## src/rtl/lvl_intc_pkg.sv

```systemverilog
// Package: register offsets and channel numbering shared by the controller.
// Assumes a 32-bit register port with word-aligned byte addresses.
package lvl_intc_pkg;
    localparam int OFS_REV      = 'h000;
    localparam int OFS_SYSCFG   = 'h010;
    localparam int OFS_SYSSTAT  = 'h014;
    localparam int OFS_CODE_N   = 'h040;
    localparam int OFS_CODE_F   = 'h044;
    localparam int OFS_CTRL     = 'h048;
    localparam int OFS_PROT     = 'h04C;
    localparam int OFS_IDLE     = 'h050;
    localparam int OFS_RAW      = 'h080;
    localparam int OFS_MASK     = 'h084;
    localparam int OFS_MASK_CLR = 'h088;
    localparam int OFS_MASK_SET = 'h08C;
    localparam int OFS_SW_SET   = 'h090;
    localparam int OFS_SW_CLR   = 'h094;
    localparam int OFS_PEND_N   = 'h098;
    localparam int OFS_PEND_F   = 'h09C;
    localparam int OFS_LINE0    = 'h100;

    localparam int REV_VALUE    = 'h21;

    // Control register bit positions
    localparam int CTL_ACK_N  = 0;
    localparam int CTL_ACK_F  = 1;
    localparam int CTL_GMASK  = 2;
    // Sysconfig bit positions
    localparam int SYS_AUTOIDLE = 0;
    localparam int SYS_SOFTRST  = 1;

    localparam int NCHAN = 2;
    typedef enum logic {
        CH_NORM = 1'b0,
        CH_FAST = 1'b1
    } chan_e;
endpackage

```

## src/rtl/lvl_intc_regs.sv

```systemverilog
// Module: register file and read mux of the controller.
// Holds sampled inputs, software bits, mask, per-line priority/class,
// global mask, idle and autoidle bits. Produces pending vector,
// acknowledge pulses and the soft-reset pulse. Reads are side-effect free.
// Assumes NLINES <= DATA_W and PRIO_W + 2 <= DATA_W.
module lvl_intc_regs
    import lvl_intc_pkg::*;
#(
    parameter int NLINES = 32,
    parameter int PRIO_W = 6,
    parameter int ADDR_W = 12,
    parameter int DATA_W = 32,
    parameter int CODE_W = $clog2(NLINES)
) (
    input  logic                            clk,
    input  logic                            rst_n,
    input  logic [NLINES-1:0]               irq_in,
    input  logic                            bus_wr,
    input  logic [ADDR_W-1:0]               bus_addr,
    input  logic [DATA_W-1:0]               bus_wdata,
    input  logic [NCHAN-1:0][CODE_W-1:0]    code_ch,
    output logic [DATA_W-1:0]               bus_rdata,
    output logic [NLINES-1:0]               pend,
    output logic [NLINES-1:0]               mask,
    output logic [NLINES-1:0]               fast_sel,
    output logic [NLINES-1:0][PRIO_W-1:0]   prio,
    output logic                            gmask,
    output logic [NCHAN-1:0]                ack,
    output logic                            soft_rst
);
    localparam int IDX_W = ADDR_W - 2;

    logic [NLINES-1:0]             raw_q, sw_q, mask_q, fast_q;
    logic [NLINES-1:0][PRIO_W-1:0] prio_q;
    logic                          gmask_q, autoidle_q;
    logic [1:0]                    idle_q;
    logic [NLINES-1:0]             wv;
    logic [ADDR_W-1:0]             line_off;
    logic                          line_hit;
    logic [CODE_W-1:0]             line_idx;
    logic                          wr_ctrl, wr_sys;

    assign wv       = bus_wdata[NLINES-1:0];
    assign line_off = bus_addr - ADDR_W'(OFS_LINE0);
    assign line_hit = (bus_addr >= ADDR_W'(OFS_LINE0)) && (bus_addr[1:0] == 2'b00)
                      && (line_off[ADDR_W-1:2] < IDX_W'(NLINES));
    assign line_idx = line_off[CODE_W+1:2];
    assign wr_ctrl  = bus_wr && (bus_addr == ADDR_W'(OFS_CTRL));
    assign wr_sys   = bus_wr && (bus_addr == ADDR_W'(OFS_SYSCFG));
    assign soft_rst = wr_sys && bus_wdata[SYS_SOFTRST];

    // Acknowledge pulses: one per channel, from the control register write
    assign ack[CH_NORM] = wr_ctrl && bus_wdata[CTL_ACK_N];
    assign ack[CH_FAST] = wr_ctrl && bus_wdata[CTL_ACK_F];

    // Sample the interrupt lines once per clock
    always_ff @(posedge clk) begin
        if (!rst_n || soft_rst) raw_q <= '0;
        else                    raw_q <= irq_in;
    end

    // Software interrupt bits: set and clear aliases
    always_ff @(posedge clk) begin
        if (!rst_n || soft_rst) begin
            sw_q <= '0;
        end else if (bus_wr && bus_addr == ADDR_W'(OFS_SW_SET)) begin
            sw_q <= sw_q | wv;
        end else if (bus_wr && bus_addr == ADDR_W'(OFS_SW_CLR)) begin
            sw_q <= sw_q & ~wv;
        end
    end

    // Mask register with replace, clear and set aliases
    always_ff @(posedge clk) begin
        if (!rst_n || soft_rst) begin
            mask_q <= '1;
        end else if (bus_wr) begin
            case (bus_addr)
                ADDR_W'(OFS_MASK):     mask_q <= wv;
                ADDR_W'(OFS_MASK_CLR): mask_q <= mask_q & ~wv;
                ADDR_W'(OFS_MASK_SET): mask_q <= mask_q | wv;
                default:               mask_q <= mask_q;
            endcase
        end
    end

    // Per-line priority and class registers
    for (genvar i = 0; i < NLINES; i++) begin : g_line
        // Load priority and class of line i on a write to its offset
        always_ff @(posedge clk) begin
            if (!rst_n || soft_rst) begin
                prio_q[i] <= '0;
                fast_q[i] <= 1'b0;
            end else if (bus_wr && line_hit && line_idx == CODE_W'(i)) begin
                prio_q[i] <= bus_wdata[PRIO_W+1:2];
                fast_q[i] <= bus_wdata[0];
            end
        end
    end

    // Global mask, reloaded by every control write
    always_ff @(posedge clk) begin
        if (!rst_n || soft_rst) gmask_q <= 1'b0;
        else if (wr_ctrl)       gmask_q <= bus_wdata[CTL_GMASK];
    end

    // Autoidle flag from the sysconfig register
    always_ff @(posedge clk) begin
        if (!rst_n || soft_rst) autoidle_q <= 1'b0;
        else if (wr_sys)        autoidle_q <= bus_wdata[SYS_AUTOIDLE];
    end

    // Two stored idle bits
    always_ff @(posedge clk) begin
        if (!rst_n || soft_rst)                              idle_q <= 2'b00;
        else if (bus_wr && bus_addr == ADDR_W'(OFS_IDLE))    idle_q <= bus_wdata[1:0];
    end

    // Read mux: decode the address into read data, no side effects
    always_comb begin
        bus_rdata = '0;
        case (bus_addr)
            ADDR_W'(OFS_REV):      bus_rdata = DATA_W'(REV_VALUE);
            ADDR_W'(OFS_SYSCFG):   bus_rdata[SYS_AUTOIDLE] = autoidle_q;
            ADDR_W'(OFS_SYSSTAT):  bus_rdata[0] = 1'b1;
            ADDR_W'(OFS_CODE_N):   bus_rdata[CODE_W-1:0] = code_ch[CH_NORM];
            ADDR_W'(OFS_CODE_F):   bus_rdata[CODE_W-1:0] = code_ch[CH_FAST];
            ADDR_W'(OFS_CTRL):     bus_rdata[CTL_GMASK] = gmask_q;
            ADDR_W'(OFS_PROT):     bus_rdata = '0;
            ADDR_W'(OFS_IDLE):     bus_rdata[1:0] = idle_q;
            ADDR_W'(OFS_RAW):      bus_rdata[NLINES-1:0] = raw_q;
            ADDR_W'(OFS_MASK):     bus_rdata[NLINES-1:0] = mask_q;
            ADDR_W'(OFS_SW_SET):   bus_rdata[NLINES-1:0] = sw_q;
            ADDR_W'(OFS_PEND_N):   bus_rdata[NLINES-1:0] = pend & ~mask_q & ~fast_q;
            ADDR_W'(OFS_PEND_F):   bus_rdata[NLINES-1:0] = pend & ~mask_q & fast_q;
            default: begin
                if (line_hit) begin
                    bus_rdata[PRIO_W+1:2] = prio_q[line_idx];
                    bus_rdata[0]          = fast_q[line_idx];
                end
            end
        endcase
    end

    assign pend     = raw_q | sw_q;
    assign mask     = mask_q;
    assign fast_sel = fast_q;
    assign prio     = prio_q;
    assign gmask    = gmask_q;
endmodule

```

## src/rtl/lvl_intc_arb.sv

```systemverilog
// Module: priority arbiter for one output channel.
// Picks the active line with the lowest priority value; a tie goes to
// the highest line number. Purely combinational.
// Assumes NLINES >= 2.
module lvl_intc_arb #(
    parameter int NLINES = 32,
    parameter int PRIO_W = 6,
    parameter int CODE_W = $clog2(NLINES)
) (
    input  logic [NLINES-1:0]             active,
    input  logic [NLINES-1:0][PRIO_W-1:0] prio,
    output logic                          any,
    output logic [CODE_W-1:0]             win
);
    logic [PRIO_W-1:0] best;

    // Scan upward; "<=" lets a later line take a tie
    always_comb begin
        best = '1;
        win  = '0;
        for (int i = 0; i < NLINES; i++) begin
            if (active[i] && prio[i] <= best) begin
                best = prio[i];
                win  = CODE_W'(i);
            end
        end
    end

    assign any = |active;
endmodule

```

## src/rtl/lvl_intc_agree.sv

```systemverilog
// Module: output handshake for one channel.
// While armed, raises the output on the edge after an active line is seen
// (unless globally masked) and captures the winner code; an acknowledge
// lowers the output and re-arms. Assumes ack and soft_rst are one-cycle pulses.
module lvl_intc_agree #(
    parameter int CODE_W = 5
) (
    input  logic              clk,
    input  logic              rst_n,
    input  logic              soft_rst,
    input  logic              ack,
    input  logic              any,
    input  logic [CODE_W-1:0] win,
    input  logic              gmask,
    output logic              req_o,
    output logic [CODE_W-1:0] code_o
);
    logic armed_q;

    // Arm / fire / acknowledge sequencing
    always_ff @(posedge clk) begin
        if (!rst_n || soft_rst) begin
            armed_q <= 1'b1;
            req_o   <= 1'b0;
            code_o  <= '0;
        end else if (ack) begin
            armed_q <= 1'b1;
            req_o   <= 1'b0;
        end else if (armed_q && any && !gmask) begin
            armed_q <= 1'b0;
            req_o   <= 1'b1;
            code_o  <= win;
        end
    end
endmodule

```

## src/rtl/lvl_intc.sv

```systemverilog
// Module: top of the level-sensitive interrupt controller.
// Connects the register file, one arbiter and one handshake unit per
// output channel (normal and fast). Assumes a single bank of NLINES lines.
module lvl_intc
    import lvl_intc_pkg::*;
#(
    parameter int NLINES = 32,
    parameter int PRIO_W = 6,
    parameter int ADDR_W = 12,
    parameter int DATA_W = 32
) (
    input  logic              clk,
    input  logic              rst_n,
    input  logic [NLINES-1:0] irq_in,
    input  logic              bus_wr,
    input  logic [ADDR_W-1:0] bus_addr,
    input  logic [DATA_W-1:0] bus_wdata,
    output logic [DATA_W-1:0] bus_rdata,
    output logic              irq_o,
    output logic              fiq_o
);
    localparam int CODE_W = $clog2(NLINES);

    logic [NLINES-1:0]             pend, mask, fast_sel;
    logic [NLINES-1:0][PRIO_W-1:0] prio;
    logic                          gmask, soft_rst;
    logic [NCHAN-1:0]              ack, any_ch, req_ch;
    logic [NCHAN-1:0][CODE_W-1:0]  win_ch, code_ch;
    logic [NCHAN-1:0][NLINES-1:0]  active_ch;

    lvl_intc_regs #(
        .NLINES(NLINES), .PRIO_W(PRIO_W), .ADDR_W(ADDR_W),
        .DATA_W(DATA_W), .CODE_W(CODE_W)
    ) u_regs (
        .clk(clk), .rst_n(rst_n), .irq_in(irq_in),
        .bus_wr(bus_wr), .bus_addr(bus_addr), .bus_wdata(bus_wdata),
        .code_ch(code_ch), .bus_rdata(bus_rdata),
        .pend(pend), .mask(mask), .fast_sel(fast_sel), .prio(prio),
        .gmask(gmask), .ack(ack), .soft_rst(soft_rst)
    );

    for (genvar c = 0; c < NCHAN; c++) begin : g_chan
        // Lines of this channel's class that are pending and unmasked
        assign active_ch[c] = pend & ~mask & ((c == int'(CH_FAST)) ? fast_sel : ~fast_sel);

        lvl_intc_arb #(.NLINES(NLINES), .PRIO_W(PRIO_W), .CODE_W(CODE_W)) u_arb (
            .active(active_ch[c]), .prio(prio), .any(any_ch[c]), .win(win_ch[c])
        );

        lvl_intc_agree #(.CODE_W(CODE_W)) u_agree (
            .clk(clk), .rst_n(rst_n), .soft_rst(soft_rst), .ack(ack[c]),
            .any(any_ch[c]), .win(win_ch[c]), .gmask(gmask),
            .req_o(req_ch[c]), .code_o(code_ch[c])
        );
    end

    assign irq_o = req_ch[CH_NORM];
    assign fiq_o = req_ch[CH_FAST];
endmodule

```

## config.mk

```make
export PLATFORM = sky130hd
export DESIGN_NAME = lvl_intc
export DESIGN_NICKNAME = d
export VERILOG_FILES = /design/src/rtl/lvl_intc_pkg.sv /design/src/rtl/lvl_intc_regs.sv /design/src/rtl/lvl_intc_arb.sv /design/src/rtl/lvl_intc_agree.sv /design/src/rtl/lvl_intc.sv
export SDC_FILE = /design/constraint.sdc
export NUM_CORES = 2
export LEC_CHECK = 0
export BUFFER_PORTS_ARGS = -buffer_cell sky130_fd_sc_hd__clkbuf_2
export CAP_MARGIN = 20
export CORE_ASPECT_RATIO = 2
export CORE_MARGIN = 2
export CORE_UTILIZATION = 55
export CTS_CLUSTER_SIZE = 10
export DETAILED_ROUTE_END_ITERATION = 10
export PLACE_DENSITY = 0.72
export SYNTH_ARGS = -nofsm -noshare
export SYNTH_HDL_FRONTEND = slang
export SYNTH_SLANG_ARGS = --single-unit
```

## constraint.sdc

```tcl
create_clock -name clk -period 74.5 [get_ports clk]
set_clock_uncertainty 0.15 [all_clocks]
set_input_delay 7.45 -clock clk [delete_from_list [all_inputs] [get_ports clk]]
set_output_delay 7.45 -clock clk [all_outputs]
set_load 0.03 [all_outputs]
```

# [Word level (Yosys, flattened, before mapping)]
# Index checks and enable logic that the tools add are counted.
[word_totals] ff_bits=338 in_bits=79 output_inout_bits=34 word_cells=472
[op_classes] addsub=1 magnitude_cmp=66 n_eq_ne=46 n_mux=139 bitwise=13 n_reduce_logical=131
[ops] cell="$mux 6" n=64
[ops] cell="$le 6x6->1" n=62
[ops] cell="$and 32x32->32" n=5
[ops] cell="$mux 5" n=32
[ops] cell="$pmux 24 s5" n=1
[ops] cell="$logic_and 1x1->1" n=111
[ops] cell="$eq 12x8->1 const B" n=8
[ops] cell="$not 32->32" n=3
[ops] cell="$or 32x32->32" n=3
[ops] cell="$pmux 32 s3" n=1
[ops] cell="$eq 5x5->1 const B" n=16
[ops] cell="$mux 32" n=2
[ops] cell="$mux 4" n=16
[ops] cell="$reduce_or 32->1" n=2
[ops] cell="$eq 12x7->1 const B" n=5
[ops] cell="$eq 5x4->1 const B" n=8
[ops] cell="$bmux 6 s5" n=1
[ops] cell="$eq 12x5->1 const B" n=2
[ops] cell="$mux 3" n=8
[ops] cell="$pmux 3 s7" n=1
[ops] cell="$eq 5x3->1 const B" n=4
[ops] cell="$pmux 2 s8" n=1
[ops] cell="$ge 12x9->1 const B" n=1
[ops] cell="$logic_not 12->1" n=1
[ops] cell="24 further kinds" n=38

# [Longest topological paths before layout]
[depth] ltp_word=98 mapped_depth=325 ltp_nobuf=306

# [Cells and area by module]
# A second synthesis with hierarchy kept.
[hier_totals] hier_cells=4903 hier_area_um2=36930.4
[by_module_without_submodules] module="lvl_intc_regs" n_inst=1 cells_each=1725 area_per_inst_um2=15549.9 seq_area_each_um2=6486.2
[by_module_without_submodules] module="lvl_intc_arb at g_chan[1].u_arb" n_inst=1 cells_each=1527 area_per_inst_um2=10183.5 seq_area_each_um2=0.0
[by_module_without_submodules] module="lvl_intc_arb at g_chan[0].u_arb" n_inst=1 cells_each=1523 area_per_inst_um2=9963.3 seq_area_each_um2=0.0
[by_module_without_submodules] module="lvl_intc_agree" n_inst=2 cells_each=32 area_per_inst_um2=336.6 seq_area_each_um2=140.1
[by_module_without_submodules] module="lvl_intc" n_inst=1 cells_each=64 area_per_inst_um2=560.5 seq_area_each_um2=0.0

# [Worst setup path after synthesis]
# Ideal clock, no wire load.
[synth_timing] path_kind="register to register" from="register u_regs.mask_q[0] (netlist: u_regs.mask[0])" to="register g_chan[0].u_agree.code_o[2]" setup_time_ns=0.070 t_arrival_ns=54.681 required_ns=74.280 path_slack_ns=19.600 path_stages_with_launch=292 n_path_buf=18 synth_period_minus_slack_ns=54.900 cell_sequence="dfxtp_1 buf_6 o21bai_4 buf_8 or3_1 ha_1 nor2b_1 o21ai_0 a21oi_1 a31oi_2 o21ai_1 nor2_1 a21oi_1 inv_1 ha_1 a21o_1 maj3_1 a21oi_1 [... 256 more ...] nand2b_1 a21oi_1 o21ai_1 clkbuf_1 o211ai_1 a32oi_1 ha_1 nor2b_1 o21a_1 o21ai_0 nand2b_1 a21oi_1 nor2b_1 o22ai_1 a21oi_1 nand2_1 nor3_1 a21oi_1"
[synth_between] elab_chain_cells=98 word_cells_on_any_way=129 cone_classes="order compare (31); mux (59); bitwise (3); reduce/logical (36)"
[synth_lines] item="start: declaration" line="lvl_intc_regs.sv:33" source="logic [NLINES-1:0] raw_q, sw_q, mask_q, fast_q;"
[synth_lines] item="start signal: assignment" line="lvl_intc_regs.sv:79" source="ADDR_W'(OFS_MASK): mask_q <= wv;"
[synth_lines] item="start signal: assignment" line="lvl_intc_regs.sv:80" source="ADDR_W'(OFS_MASK_CLR): mask_q <= mask_q & ~wv;"
[synth_lines] item="start signal: assignment" line="lvl_intc_regs.sv:81" source="ADDR_W'(OFS_MASK_SET): mask_q <= mask_q | wv;"
[synth_lines] item="$not 32->32 (*)" line="lvl_intc.sv:44" source="assign active_ch[c] = pend & ~mask & ((c == int'(CH_FAST)) ? fast_sel : ~fast_sel);"
[synth_lines] item="$and 32x32->32 (*) (2 in a row)" line="lvl_intc.sv:44"
[synth_lines] item="$logic_and 1x1->1" line="lvl_intc_arb.sv:22" source="if (active[i] && prio[i] <= best) begin"
[synth_lines] item="$mux 6" line="lvl_intc_arb.sv:22"
[synth_lines] item="$le 6x6->1" line="lvl_intc_arb.sv:22"
[synth_lines] item="$logic_and 1x1->1" line="lvl_intc_arb.sv:22"
[synth_lines] item="$mux 6" line="lvl_intc_arb.sv:22"
[synth_lines] item="$le 6x6->1" line="lvl_intc_arb.sv:22"
[synth_lines] item="[... 81 more ...]"
[synth_lines] item="$logic_and 1x1->1" line="lvl_intc_arb.sv:22"
[synth_lines] item="$mux 6" line="lvl_intc_arb.sv:22"
[synth_lines] item="$le 6x6->1" line="lvl_intc_arb.sv:22"
[synth_lines] item="$logic_and 1x1->1" line="lvl_intc_arb.sv:22"
[synth_lines] item="$mux 6" line="lvl_intc_arb.sv:22"
[synth_lines] item="$le 6x6->1" line="lvl_intc_arb.sv:22"
[synth_lines] item="$logic_and 1x1->1" line="lvl_intc_arb.sv:22"
[synth_lines] item="$mux 5" line="lvl_intc_arb.sv:22"
[synth_lines] item="end signal: assignment" line="lvl_intc_agree.sv:32" source="code_o <= win;"
[synth_lines] item="end: declaration" line="lvl_intc_agree.sv:16" source="output logic [CODE_W-1:0] code_o"
# Every way passes the cells marked *; elsewhere a longest branch is shown, timed or not.
# A chain may end at the register's enable or synchronous reset.

# [Worst setup path in the final report]
[layout_timing] from="register u_regs.fast_q[0] (netlist: u_regs.fast_sel[0])" to="register g_chan[0].u_agree.code_o[3]"
[layout_between] elab_chain_cells=97 word_cells_on_any_way=124 cone_classes="order compare (31); mux (55); bitwise (2); reduce/logical (36)"
[layout_lines] item="start: declaration" line="lvl_intc_regs.sv:33"
[layout_lines] item="start signal: indexed assignment" line="lvl_intc_regs.sv:96" source="fast_q[i] <= bus_wdata[0];"
[layout_lines] item="$not 32->32 (*)" line="lvl_intc.sv:44"
[layout_lines] item="$and 32x32->32 (*)" line="lvl_intc.sv:44"
[layout_lines] item="$logic_and 1x1->1" line="lvl_intc_arb.sv:22"
[layout_lines] item="$mux 6" line="lvl_intc_arb.sv:22"
[layout_lines] item="$le 6x6->1" line="lvl_intc_arb.sv:22"
[layout_lines] item="$logic_and 1x1->1" line="lvl_intc_arb.sv:22"
[layout_lines] item="$mux 6" line="lvl_intc_arb.sv:22"
[layout_lines] item="$le 6x6->1" line="lvl_intc_arb.sv:22"
[layout_lines] item="[... 81 more ...]"
[layout_lines] item="$logic_and 1x1->1" line="lvl_intc_arb.sv:22"
[layout_lines] item="$mux 6" line="lvl_intc_arb.sv:22"
[layout_lines] item="$le 6x6->1" line="lvl_intc_arb.sv:22"
[layout_lines] item="$logic_and 1x1->1" line="lvl_intc_arb.sv:22"
[layout_lines] item="$mux 6" line="lvl_intc_arb.sv:22"
[layout_lines] item="$le 6x6->1" line="lvl_intc_arb.sv:22"
[layout_lines] item="$logic_and 1x1->1" line="lvl_intc_arb.sv:22"
[layout_lines] item="$mux 5" line="lvl_intc_arb.sv:22"
# Marked as above.

==> impl_metrics.csv <==
group,metric,value,unit
run_status,status,"finished, final reports clean",
synthesis,synth_common_cells,"nor2_1 (640), nand2_1 (479), dfxtp_1 (338), mux2i_1 (323), a21oi_1 (322)",
clock_network,cts_tree,"yes",
clock_network,cts.sinks,338,
timing,grt_setup_unrepaired,"false",
global_route,globalRoute.totalOverflow,0,
clock_network,clock_path_buffers,3,
timing,final-max-slew-violation-count,0,
power,p_sw_share,24.8,%
clock_network,postCtsSetupRepairBufs,0,
critical_path,worstSetupPathType,"reg2reg",
routing,wl_per_cell,28.3,um
timing,finalHoldViolations,0,
synthesis,ys_types,156,
timing,period_share,90.8,%
power,ir_drop,0.0267,mV
power,p_comb_share,6.1,%
global_route,antenna_found_initial,10,
timing,fin_setup_tns,0,ns
floorplanning,rows,135,
global_route,grt_start_max_net_pins,230,
finish,nets,5161,
floorplanning,fp.dieW,189,um
global_route,grt_pass1_wl,241,mm
clock_network,cts_root_buf,"clkbuf_16",
finish,final_cells,5730,
clock_network,cts_resized,0,
synthesis,async_reset_ff_share,0,%
power,power_density,9.96,nW/um^2
placement,io_buffer_count,112,
timing,fmax,0.0148,GHz
synthesis,synth_cells,4869,
routing,ant_nets,0,
finish,area_growth,4.34,%
synthesis,synth.most_common_cell,"nor2_1",
clock_network,path_clk_slew,0.07,ns
critical_path,cp-end-kind,"flop",
critical_path,cp.required,74.84,ns
floorplanning,ios,113,
routing,drtPass1Iterations,8,
synthesis,synth_edf_count,0,
synthesis,syn-cell-area,37500,sq um
clock_network,clk_latency,0.58,ns
placement,place_congestion,1.08,
routing,routed_wl,162,mm
clock_network,cts_max_level,2,
synthesis,synth_top_area_cell,"dfxtp_1",
timing,setup_viol,0,
placement,dp.final_hpwl,124,mm
synthesis,ys_ff_latch,338,
synthesis,synth_fp_nets,5202,
critical_path,start_kind,"flop",
power,p_leak,0.0164,uW
finish,multi_input_area,27900,sq um
run,maxCapViolations,0,
routing,drc,0,
timing,min_period,67.61,ns
floorplanning,core-area,67600,sq um
clock_network,cts_buffers,40,
finish,drive_above_1_share,12.4,%
routing,num_vias,40137,
timing,slew_headroom,16.4,%
synthesis,synth.area.top_cells,"dfxtp_1 (18%), mux2i_1 (8.6%), ha_1 (8.5%), nor2_1 (6.4%), nand2_1 (4.8%)",
floorplanning,dieHeight,373,um
timing,worst_pin_slew,1.24,ns
synthesis,yosysWarnings,0,
critical_path,timing.critical_path.buf_inv,17,
finish,ff_latch_area,6770,sq um
critical_path,crit_family,"compound AO/OA/AOI/OAI gates",
min_path,hold_class,"reg2reg",
critical_path,cp_slowest_cell,"a21oi_1",
clock_network,holdBufCountCts,0,
critical_path,cp_max_fo,17,
power,switchingPower,96.5,uW
global_route,grt.total_usage,45.0,%
power,seqPwrFrac,46.9,%
floorplanning,start_util,55.4,%
routing,vias_per_cell,7.00,
finish,n_fill_cell,6532,
critical_path,crit_arrival,67.95,ns
power,pwr-share-clk,47.0,%
critical_path,slowest_delay,0.90,ns
power,p_int,293,uW
synthesis,synth.avg_cell_area,7.69,sq um
placement,dp_cells,5671,
synthesis,synth_seq_area_share,18.1,%
synthesis,synth_top_area_share,18.1,%
synthesis,ys_dominant_reg_cell,"dfxtp_1",
floorplanning,die-area,70300,sq um
global_route,grt_pass1_vias,40023,
routing,drt_iter0_markers,3563,
[worst reg2reg max path: cells and delay by family, from the launching register on]
kind | cells | cell delay, ns
adders and majority gates | 39 | 12.59
buffers and inverters | 17 | 1.53
DFF | 1 | 0.70
AOI/OAI and AO/OA | 116 | 31.74
and+or+nand+nor | 84 | 16.02
muxes | 16 | 4.74
[layout by cell type, fill, tap and decap left out, types with 82 or more instances in the layout]
cell type    n
o21ai_0    257
a21oi_1    322
nand2_1    478
xnor2_1     82
clkbuf_2   110
mux2i_1    323
nand3_1    115
inv_1      290
nor3_1     104
ha_1       254
nor2_1     639
dfxtp_1    338
[logic make-up (layout without fill, tap and decap cells)]
family          after synthesis  after routing  synth area share [%]
xor+xnor                     97             97                  2.27
compound gates             1298           1298                  24.2
mux                         466            466                  15.2
buf+inv                     546            509                  7.54
flops                       338            338                  18.1
simple gates               1844           1844                  23.6
fa+ha+maj                   280            280                  9.19
other cells                   0              8                     0
[worst paths after layout]
kind                            cells after the start                 startpoint                          end  slack (ns)
worst min register to register                      1  g_chan[0].u_agree.armed_q    g_chan[0].u_agree.armed_q        0.31
worst max register to register                    272         u_regs.fast_sel[0]  g_chan[0].u_agree.code_o[3]        6.89
worst min-delay path                                1  g_chan[0].u_agree.armed_q    g_chan[0].u_agree.armed_q        0.31
worst max-delay path                              272         u_regs.fast_sel[0]  g_chan[0].u_agree.code_o[3]        6.89
[power groups by stage]
stage,Combinational [uW],Sequential (uW),Clock (uW)
floorplan,12.9,186,0
global placement,22.1,186,0
detailed placement,22.2,186,0
CTS,22.3,183,183
global route,24.0,183,190
finish,23.6,183,183
[state kept, by name (all words and copies together) (netlist names), named ones only]
register	cells
g_chan.u_agree.armed_q	2
g_chan.u_agree.code_o	10
g_chan.u_agree.req_o	2
u_regs.autoidle_q	1
u_regs.fast_sel	32
u_regs.gmask	1
u_regs.idle_q	2
u_regs.mask	32
u_regs.prio	192
u_regs.raw_q	32
[per-stage QoR]
| step | hold slack, ns | power [uW] | cell area, sq um | worst slack (ns) | util [%] |
|---|---|---|---|---|---|
| finish | 0.306 | 389 | 39100 | 6.89 | 57.8 |
| global route | 0.335 | 396 | 39100 | 2.35 | 57.8 |
| CTS | 0.301 | 388 | 39000 | 7.95 | 57.7 |
| detailed placement | 0.288 | 209 | 37900 | 8.14 | 56.1 |
| global placement | 0.279 | 209 | 37900 | 8.16 | 56.1 |
| floorplan | 0.270 | 199 | 37500 | 19.60 | - |
[cell type report]
| type | instances | area share, % |
|---|---|---|
| clock inverter | 4 | 0.218 |
| timing repair buffer | 170 | 2.65 |
| sequential | 338 | 17.3 |
| inverter | 293 | 2.81 |
| multi-input combinational | 3985 | 71.5 |
| tap | 890 | 2.85 |
| antenna | 8 | 0.0512 |
| clock buffer | 42 | 2.63 |
[metal layers]
layer	vias up	global-route usage, %	routed length, um
met1	18791	40.6	49200
met5	-	0	18
met3	1107	9.38	12500
met2	2349	78.5	78700
li1	17886	-	-
met4	4	50.0	22000
No activity file was read; power rests on OpenSTA's default activity.
